**config.mk**
```make
export PLATFORM = sky130hd
export DESIGN_NAME = cr4_guard
export DESIGN_NICKNAME = d
export VERILOG_FILES = /design/src/rtl/cr4_guard_pkg.sv /design/src/rtl/cr4_guard_ctrl.sv /design/src/rtl/cr4_guard_dp.sv /design/src/rtl/cr4_guard.sv
export SDC_FILE = /design/constraint.sdc
export NUM_CORES = 1
export LEC_CHECK = 0
export ABC_AREA = 0
export BUFFER_PORTS_ARGS = -buffer_cell sky130_fd_sc_hd__buf_2
export CORE_ASPECT_RATIO = 1.1
export CORE_MARGIN = 2
export CORE_UTILIZATION = 43
export DETAILED_ROUTE_END_ITERATION = 10
export HOLD_SLACK_MARGIN = 0.1
export PLACE_DENSITY = 0.81
export SKIP_CTS_REPAIR_TIMING = 1
export SYNTH_ARGS = -nofsm -noshare
export SYNTH_HDL_FRONTEND = slang
export SYNTH_SLANG_ARGS = --single-unit
```
**constraint.sdc**
```tcl
create_clock -name clk -period 1.2 [get_ports clk]
set_input_delay 0.18 -clock clk [delete_from_list [all_inputs] [get_ports clk]]
set_output_delay 0.18 -clock clk [all_outputs]
set_load 0.01 [all_outputs]
```
**src/rtl/cr4_guard_pkg.sv**
```systemverilog
package cr4_guard_pkg;

  // Feature-gated bit positions; index g pairs with feature input g.
  localparam int unsigned NUM_GATED = 4;
  localparam int unsigned GATED_POS [NUM_GATED] = '{20, 18, 17, 16};

  // Bits whose change invalidates cached translations.
  localparam int unsigned POS_PSE   = 4;
  localparam int unsigned POS_PAE   = 5;
  localparam int unsigned POS_PGE   = 7;
  localparam int unsigned POS_PCIDE = 17;
  localparam int unsigned POS_SEXEC = 20;

  typedef struct packed {
    logic commit;
    logic reject;
    logic flush;
  } wrStrobe_t;

endpackage

```
**src/rtl/cr4_guard_ctrl.sv**
```systemverilog
module cr4_guard_ctrl
  import cr4_guard_pkg::*;
#(
  parameter int unsigned REG_W      = 32,
  parameter logic [REG_W-1:0] BASE_ALLOW = 32'h0000_07FF
) (
  input  logic                  wrEn,
  input  logic [REG_W-1:0]      wrData,
  input  logic [REG_W-1:0]      curValue,
  input  logic [NUM_GATED-1:0]  featVec,
  output wrStrobe_t             strobe
);

  localparam logic [REG_W-1:0] ONE = REG_W'(1);
  localparam logic [REG_W-1:0] FLUSH_MASK =
      (ONE << POS_PSE) | (ONE << POS_PAE) | (ONE << POS_PGE) |
      (ONE << POS_PCIDE) | (ONE << POS_SEXEC);

  logic [REG_W-1:0] gateBits [NUM_GATED];
  logic [REG_W-1:0] allowMask;
  logic             illegal;
  logic             touchesPaging;

  for (genvar g = 0; g < NUM_GATED; g++) begin : g_gate
    assign gateBits[g] = featVec[g] ? (ONE << GATED_POS[g]) : '0;
  end

  always_comb begin
    allowMask = BASE_ALLOW;
    for (int g = 0; g < NUM_GATED; g++) begin
      allowMask = allowMask | gateBits[g];
    end
  end

  always_comb begin
    illegal       = |(wrData & ~allowMask);
    touchesPaging = |((wrData ^ curValue) & FLUSH_MASK);
    strobe.commit = wrEn & ~illegal;
    strobe.reject = wrEn & illegal;
    strobe.flush  = wrEn & ~illegal & touchesPaging;
  end

endmodule

```
**src/rtl/cr4_guard_dp.sv**
```systemverilog
module cr4_guard_dp
  import cr4_guard_pkg::*;
#(
  parameter int unsigned REG_W = 32
) (
  input  logic             clk,
  input  logic             rstN,
  input  wrStrobe_t        strobe,
  input  logic [REG_W-1:0] wrData,
  output logic [REG_W-1:0] value,
  output logic             rejectQ,
  output logic             flushQ
);

  always_ff @(posedge clk or negedge rstN) begin
    if (!rstN) begin
      value   <= '0;
      rejectQ <= 1'b0;
      flushQ  <= 1'b0;
    end else begin
      if (strobe.commit) value <= wrData;
      rejectQ <= strobe.reject;
      flushQ  <= strobe.flush;
    end
  end

endmodule

```
**src/rtl/cr4_guard.sv**
```systemverilog
module cr4_guard
  import cr4_guard_pkg::*;
#(
  parameter int unsigned REG_W      = 32,
  parameter logic [REG_W-1:0] BASE_ALLOW = 32'h0000_07FF
) (
  input  logic             clk,
  input  logic             rstN,
  input  logic             wrEn,
  input  logic [REG_W-1:0] wrData,
  input  logic             featSupExec,
  input  logic             featXsave,
  input  logic             featPcid,
  input  logic             featFsGsBase,
  output logic [REG_W-1:0] cr4Value,
  output logic             wrReject,
  output logic             tlbFlushReq
);

  wrStrobe_t            strobe;
  logic [NUM_GATED-1:0] featVec;

  assign featVec = {featFsGsBase, featPcid, featXsave, featSupExec};

  cr4_guard_ctrl #(.REG_W(REG_W), .BASE_ALLOW(BASE_ALLOW)) i_ctrl (
    .wrEn    (wrEn),
    .wrData  (wrData),
    .curValue(cr4Value),
    .featVec (featVec),
    .strobe  (strobe)
  );

  cr4_guard_dp #(.REG_W(REG_W)) i_dp (
    .clk    (clk),
    .rstN   (rstN),
    .strobe (strobe),
    .wrData (wrData),
    .value  (cr4Value),
    .rejectQ(wrReject),
    .flushQ (tlbFlushReq)
  );

endmodule

```
==> results of run 1 <==
sequential cells by signal (all words and copies together), names as in the netlist:
register and cells:
i_dp.flushQ 1, i_dp.rejectQ 1, i_dp.value 32
cell families after synthesis:
family / count (synthesis) / share of synthesized area
simple gates: 30 / 0.146
flops: 34 / 0.648
mux: 15 / 0.129
buf+inv: 5 / 0.0238
xor+xnor: 5 / 0.0334
compound gates: 3 / 0.0200
layout by cell type (no fill, tap or decap), types with 3 or more instances in the layout:
cell type / n
nor2b_2: 5
nor4_4: 3
buf_6: 9
mux2_4: 15
nor2b_1: 12
buf_2: 68
clkbuf_4: 5
buf_12: 3
xnor2_1: 3
dfrtp_1: 34
buf_4: 6
dlygate4sd3_1: 13
stage by stage:
step | total power [mW] | util | setup slack [ps]
3_5_place_dp | 1.32 | 0.614 | -446
2_1_floorplan | 1.20 | - | -308
4_1_cts | 1.87 | 0.630 | -90.4
5_1_grt | 2.02 | 0.755 | -130
6_report | 1.93 | 0.755 | -115
3_3_place_gp | 1.31 | 0.614 | -366
worst register-to-register path, delay by kind of cell, from the launching register on:
family / cells / cell delay, ps
DFF: 1 / 420
AOI/OAI and AO/OA: 1 / 310
xor gates and xnor gates: 1 / 200
and+or+nand+nor: 1 / 110
routing by layer:
layer / GRT usage / routed length [um]
met2: 0.289 / 2240
met4: 0.112 / 30
met1: 0.205 / 1430
met5: 0 / 0
met3: 0.0538 / 221
layout make-up:
cell class / count / share of cell area
Tap cell: 34 / 0.0190
Multi-Input combinational cell: 53 / 0.254
Timing Repair Buffer: 101 / 0.324
Inverter: 2 / 0.00335
Sequential cell: 34 / 0.379
Clock buffer: 7 / 0.0201
power breakdown:
group | total, mW | switching (mW) | internal (mW)
Combinational | 0.206 | 0.0903 | 0.116
Clock | 0.573 | 0.352 | 0.221
Sequential | 1.15 | 0.000497 | 1.15
worst min path at each step:
stage / from / depth (start not counted) / endpoint
after floorplan: rstN / 0 / i_dp.flushQ$_DFF_PN0_
after global placement: rstN / 1 / i_dp.value[23]$_DFFE_PN0P_
after detailed placement: rstN / 1 / i_dp.value[23]$_DFFE_PN0P_
after CTS: rstN / 1 / i_dp.value[28]$_DFFE_PN0P_
after global routing: wrData[16] / 3 / i_dp.value[16]$_DFFE_PN0P_
final: wrData[16] / 3 / i_dp.value[16]$_DFFE_PN0P_
==> impl_metrics.csv, run 1 <==
group,metric,value,unit
run_status,outcome,"finished, violations left",
run_status,violations,"negative setup slack",
synth,yosysWarnings,0,
worst_setup_path,endpoint,"i_dp.value[0]$_DFFE_PN0P_",
timing,hold_viol,0,
synth,synth-main-ff-cell,"dfrtp_1",
timing,fmax,761,MHz
worst_setup_path,critPathSlowestCell,"nor4b_4",
worst_setup_path,cp.arrival,1530,ps
grt,grt_max_degree,20,
clocking,clock_path_buffers,2,
timing,setup_tns,-2140,ps
timing,setup_ws,-115,ps
synth,syn_area_per_cell,14.3,sq um
placed_design,dp_cells,204,
clocking,cts_tree,"done",
floorplan,dieArea,3510,sq um
layout,fill_cells,175,
clocking,clkSinkCount,34,
clocking,clk_latency,330,ps
grt,gr-total-overflow,0,
synth,synthArstFlopShare,1.00,
synth,synth_common_cells,"34 x dfrtp_1, 17 x nor2b_1, 15 x mux2_2",
worst_setup_path,end_kind,"flop",
floorplan,dieWidth,56.7,um
worst_setup_path,timing.rr.end,"i_dp.flushQ$_DFF_PN0_",
clocking,cts-htree-levels,2,
worst_setup_path,path_delay_family,"simple AND/OR/NAND/NOR gates",
synth,syn-cell-area,1310,sq um
synth,synth_edf_count,0,
grt,grt_pass1_wl,4410,um
drt,routed_wl,3930,um
layout,insertedDiodeCount,0,
grt,grt_use_total,0.176,
worst_setup_path,crit_start,"wrData[12]",
layout,layout.cells.non_filler,231,
synth,synth_area_leader_cell,"dfrtp_1",
worst_setup_path,critPathLaunchType,"input pin",
timing,finalCritPeriodShare,1.10,
grt,grt_pass1_vias,960,
layout,drive_gt1_frac,0.609,
timing,slew_headroom,0.727,
synth,yosysMostFrequentCell,"dfrtp_1",
power,powerDensity,859,nW/um^2
drt,postRouteAntennaNets,0,
layout,area_growth,70.8,%
drt,wl_per_cell,17.0,um
timing,setup_viol,33,
power,p_leak,1.24,nW
layout,final_nets,236,
run,maxCapViolCount,0,
worst_setup_path,cp.depth,7,
clocking,clk_pin_slew,100,ps
worst_setup_path,worstPathRequired,1420,ps
drt,drt_iter0_drc,23,
placed_design,placed_cell_area,1820,sq um
floorplan,rows,21,
power,irDropWorstVdd,659,uV
worst_setup_path,rr_worst_depth,3,
drt,vias,1140,
grt,antenna_found_initial,0,
layout,final_area,2240,sq um
worst_setup_path,criticalPathCategory,"input pin to flop",
floorplan,die_height,61.9,um
timing,worstMarginPinSlew,409,ps
synth,ys_ff_latch,34,
worst_setup_path,rrSetupSlack,50,ps
placed_design,io_buffers,72,
worst_setup_path,crit_buf_inv,3,
synth,synth_top_area_share,0.648,
synth,synth_nets,131,
synth,ys_seq_area_frac,0.648,
timing,skew,4.07,ps
floorplan,io_pins,73,
floorplan,initial_utilization,0.442,
layout,register_area,851,sq um
placed_design,dp_hpwl,2320,um
floorplan,core_area,2970,sq um
clocking,cts_made_buffers,5,
synth,synthCells,92,
layout,multi_input_area,569,sq um
worst_setup_path,path_max_fanout,5,
timing,slew_violations,0,
synth,synthTopCellsByArea,"dfrtp_1 65%, mux2_2 13%, nor2b_1 8.1%, xnor2_1 2.0%, nand3_1 1.5%",
worst_setup_path,path_cells,"buf_2 > nor4b_4 > nand3_2 > nor3_4 > buf_12 > clkbuf_16 > mux2_4",
timing,min_period,1310,ps
synth,yosysUniqueCellTypes,18,
drt,drc_errors,0,
drt,drtPass1Iterations,4,
timing,whs,179,ps
worst_setup_path,cp_slowest_stage_delay,330,ps
timing,rsz0062_at_grt,"yes",
drt,viasPerCell,4.94,
clocking,ctsRootBufferMaster,"clkbuf_4",
placed_design,place.gp.congestion,0.693,
hold_path,min_path_type,"input pin to flop",
worst_setup_path,r2r_start,"i_dp.value[7]$_DFFE_PN0P_",
Power figures use the tool's default switching activity.
==> inputs of run 2 (changes only) <==
--- a/config.mk
+++ b/config.mk
@@ -7,12 +7,14 @@
 export LEC_CHECK = 0
 export ABC_AREA = 0
 export BUFFER_PORTS_ARGS = -buffer_cell sky130_fd_sc_hd__buf_2
+export CELL_PAD_IN_SITES_DETAIL_PLACEMENT = 1
+export CELL_PAD_IN_SITES_GLOBAL_PLACEMENT = 2
 export CORE_ASPECT_RATIO = 1.1
 export CORE_MARGIN = 2
-export CORE_UTILIZATION = 43
+export CORE_UTILIZATION = 26
 export DETAILED_ROUTE_END_ITERATION = 10
 export HOLD_SLACK_MARGIN = 0.1
-export PLACE_DENSITY = 0.81
+export PLACE_DENSITY = 0.8
 export SKIP_CTS_REPAIR_TIMING = 1
 export SYNTH_ARGS = -nofsm -noshare
 export SYNTH_HDL_FRONTEND = slang
==> run 2 against run 1 <==
  * The flow still finishes with violations (negative setup slack)
  * Critical path depth unchanged
  * Maximum frequency down 1.4%
  * Flip-flop and latch count unchanged
  * Sequential share of layout area up 0.41 points
  * Combinational power down 20%
  * Total power up 19%
  * Core utilization down 31 points
  * Register-to-register slack better by 50 ps
  * Setup slack worse by 19 ps
  * Highest routed layer unchanged
==> impl_metrics.csv, run 2 (same netlist as run 1, synthesis figures left out) <==
group,metric,value,unit
drt,viasPerCell,4.41,
clocking,cts_tree,"done",
hold_path,worstHoldStart,"wrData[9]",
clocking,ctsRootBufferMaster,"clkbuf_8",
clocking,clkSinkCount,34,
grt,grt_max_degree,35,
grt,antenna_found_initial,0,
clocking,clk_latency,280,ps
drt,routed_wl,3570,um
worst_setup_path,cp_slowest_stage_delay,300,ps
layout,top_regs,"i_dp.value (32), i_dp.flushQ (1), i_dp.rejectQ (1)",
run_status,outcome,"finished, violations left",
layout,mostFrequentLayoutCell,"buf_2",
floorplan,initial_utilization,0.266,
layout,top_register,"i_dp.value",
worst_setup_path,rr_worst_depth,3,
timing,setup_viol,29,
worst_setup_path,path_delay_family,"simple AND/OR/NAND/NOR gates",
worst_setup_path,critPathSlowestCell,"mux2_4",
timing,min_period,1330,ps
run_status,violations,"negative setup slack",
worst_setup_path,r2r_start,"i_dp.value[7]$_DFFE_PN0P_",
layout,final_util,0.450,
floorplan,die_height,78.5,um
clocking,clock_path_buffers,2,
hold_path,min_path_type,"input pin to flop",
layout,layout.cells.non_filler,242,
worst_setup_path,crit_buf_inv,3,
floorplan,dieWidth,71.7,um
timing,whs,138,ps
layout,area_growth,69.0,%
clocking,cts-htree-levels,2,
placed_design,place.gp.congestion,0.682,
timing,worstMarginPinSlew,427,ps
drt,vias,1067,
placed_design,dp_hpwl,2620,um
grt,grt_pass1_wl,5260,um
grt,grt_pass1_vias,1122,
worst_setup_path,path_max_fanout,7,
worst_setup_path,worstPathRequired,1360,ps
floorplan,rows,27,
layout,insertedDiodeCount,0,
worst_setup_path,cp.arrival,1490,ps
hold_path,hold_depth,2,
drt,drc_errors,0,
timing,hold_viol,0,
hold_path,min_to,"i_dp.value[9]$_DFFE_PN0P_",
grt,gr-total-overflow,0,
timing,setup_ws,-134,ps
worst_setup_path,timing.rr.end,"i_dp.flushQ$_DFF_PN0_",
power,powerDensity,1030,nW/um^2
timing,rsz0062_at_grt,"yes",
drt,drtPass1Iterations,3,
worst_setup_path,criticalPathCategory,"input pin to flop",
clocking,cts_made_buffers,5,
placed_design,dp_cells,227,
layout,drive_gt1_frac,0.658,
layout,fill_cells,529,
timing,slew_violations,0,
layout,final_nets,222,
worst_setup_path,cp.depth,7,
grt,grt_use_total,0.123,
timing,slew_headroom,0.715,
power,p_leak,1.21,nW
layout,largest_reg_flops,32,
timing,finalCritPeriodShare,1.11,
layout,layout_common_cells,"69 x buf_2, 34 x dfrtp_1, 15 x mux2_4",
power,irDropWorstVdd,497,uV
placed_design,io_buffers,72,
worst_setup_path,crit_start,"wrData[24]",
floorplan,dieArea,5630,sq um
clocking,clk_pin_slew,60,ps
worst_setup_path,critPathMostFrequentCell,"buf_12",
worst_setup_path,end_kind,"flop",
drt,drt_iter0_drc,24,
worst_setup_path,rrSetupSlack,100,ps
worst_setup_path,critPathLaunchType,"input pin",
timing,skew,6.62,ps
run,maxCapViolCount,0,
floorplan,core_area,4930,sq um
drt,wl_per_cell,14.8,um
placed_design,place_ws,-485,ps
timing,fmax,750,MHz
floorplan,io_pins,73,
drt,postRouteAntennaNets,0,
worst_setup_path,path_cells,"buf_6 > nor4_4 > nand3_2 > nor3_4 > buf_12 > buf_12 > mux2_4",
==> run 2: per-stage QoR <==
stage / TNS (ps) / cell area, sq um / total power [mW]
final: -2570 / 2220 / 2.29
after detailed placement: -13140 / 1830 / 1.32
after floorplan: -5180 / 1360 / 1.20
after global placement: -11200 / 1830 / 1.31
after global routing: -4230 / 2220 / 2.40
after CTS: -3860 / 1940 / 2.29
==> run 2: area by class of cell <==
type,count,area [sq um],area share
clock buffer,8,110,0.0496
tap,58,72.6,0.0327
inverter,2,7.51,0.00338
sequential,34,851,0.384
timing repair buffer,87,592,0.267
multi-input combinational,53,586,0.264
==> run 2: worst max path at each step <==
stage	to	slack, ps
after floorplan	i_dp.value[0]$_DFFE_PN0P_	-310
after global placement	i_dp.value[8]$_DFFE_PN0P_	-420
after detailed placement	i_dp.value[18]$_DFFE_PN0P_	-490
after CTS	i_dp.value[7]$_DFFE_PN0P_	-190
after global routing	i_dp.value[6]$_DFFE_PN0P_	-190
final	i_dp.value[2]$_DFFE_PN0P_	-130
==> run 2: layer usage <==
layer | part of all wire | vias up | track usage
met5 | 0 | - | 0
met4 | 0.019 | 0 | 0.0453
met3 | 0.056 | 9 | 0.0411
met2 | 0.54 | 42 | 0.222
met1 | 0.38 | 523 | 0.130
li1 | - | 493 | -
==> run 2: where the power goes <==
part / leakage (nW) / internal (mW) / switching, mW
Combinational: 0.675 / 0.0849 / 0.0791
Clock: 0.0575 / 0.579 / 0.395
Sequential: 0.473 / 1.15 / 0.000472
Total: 1.21 / 1.81 / 0.474
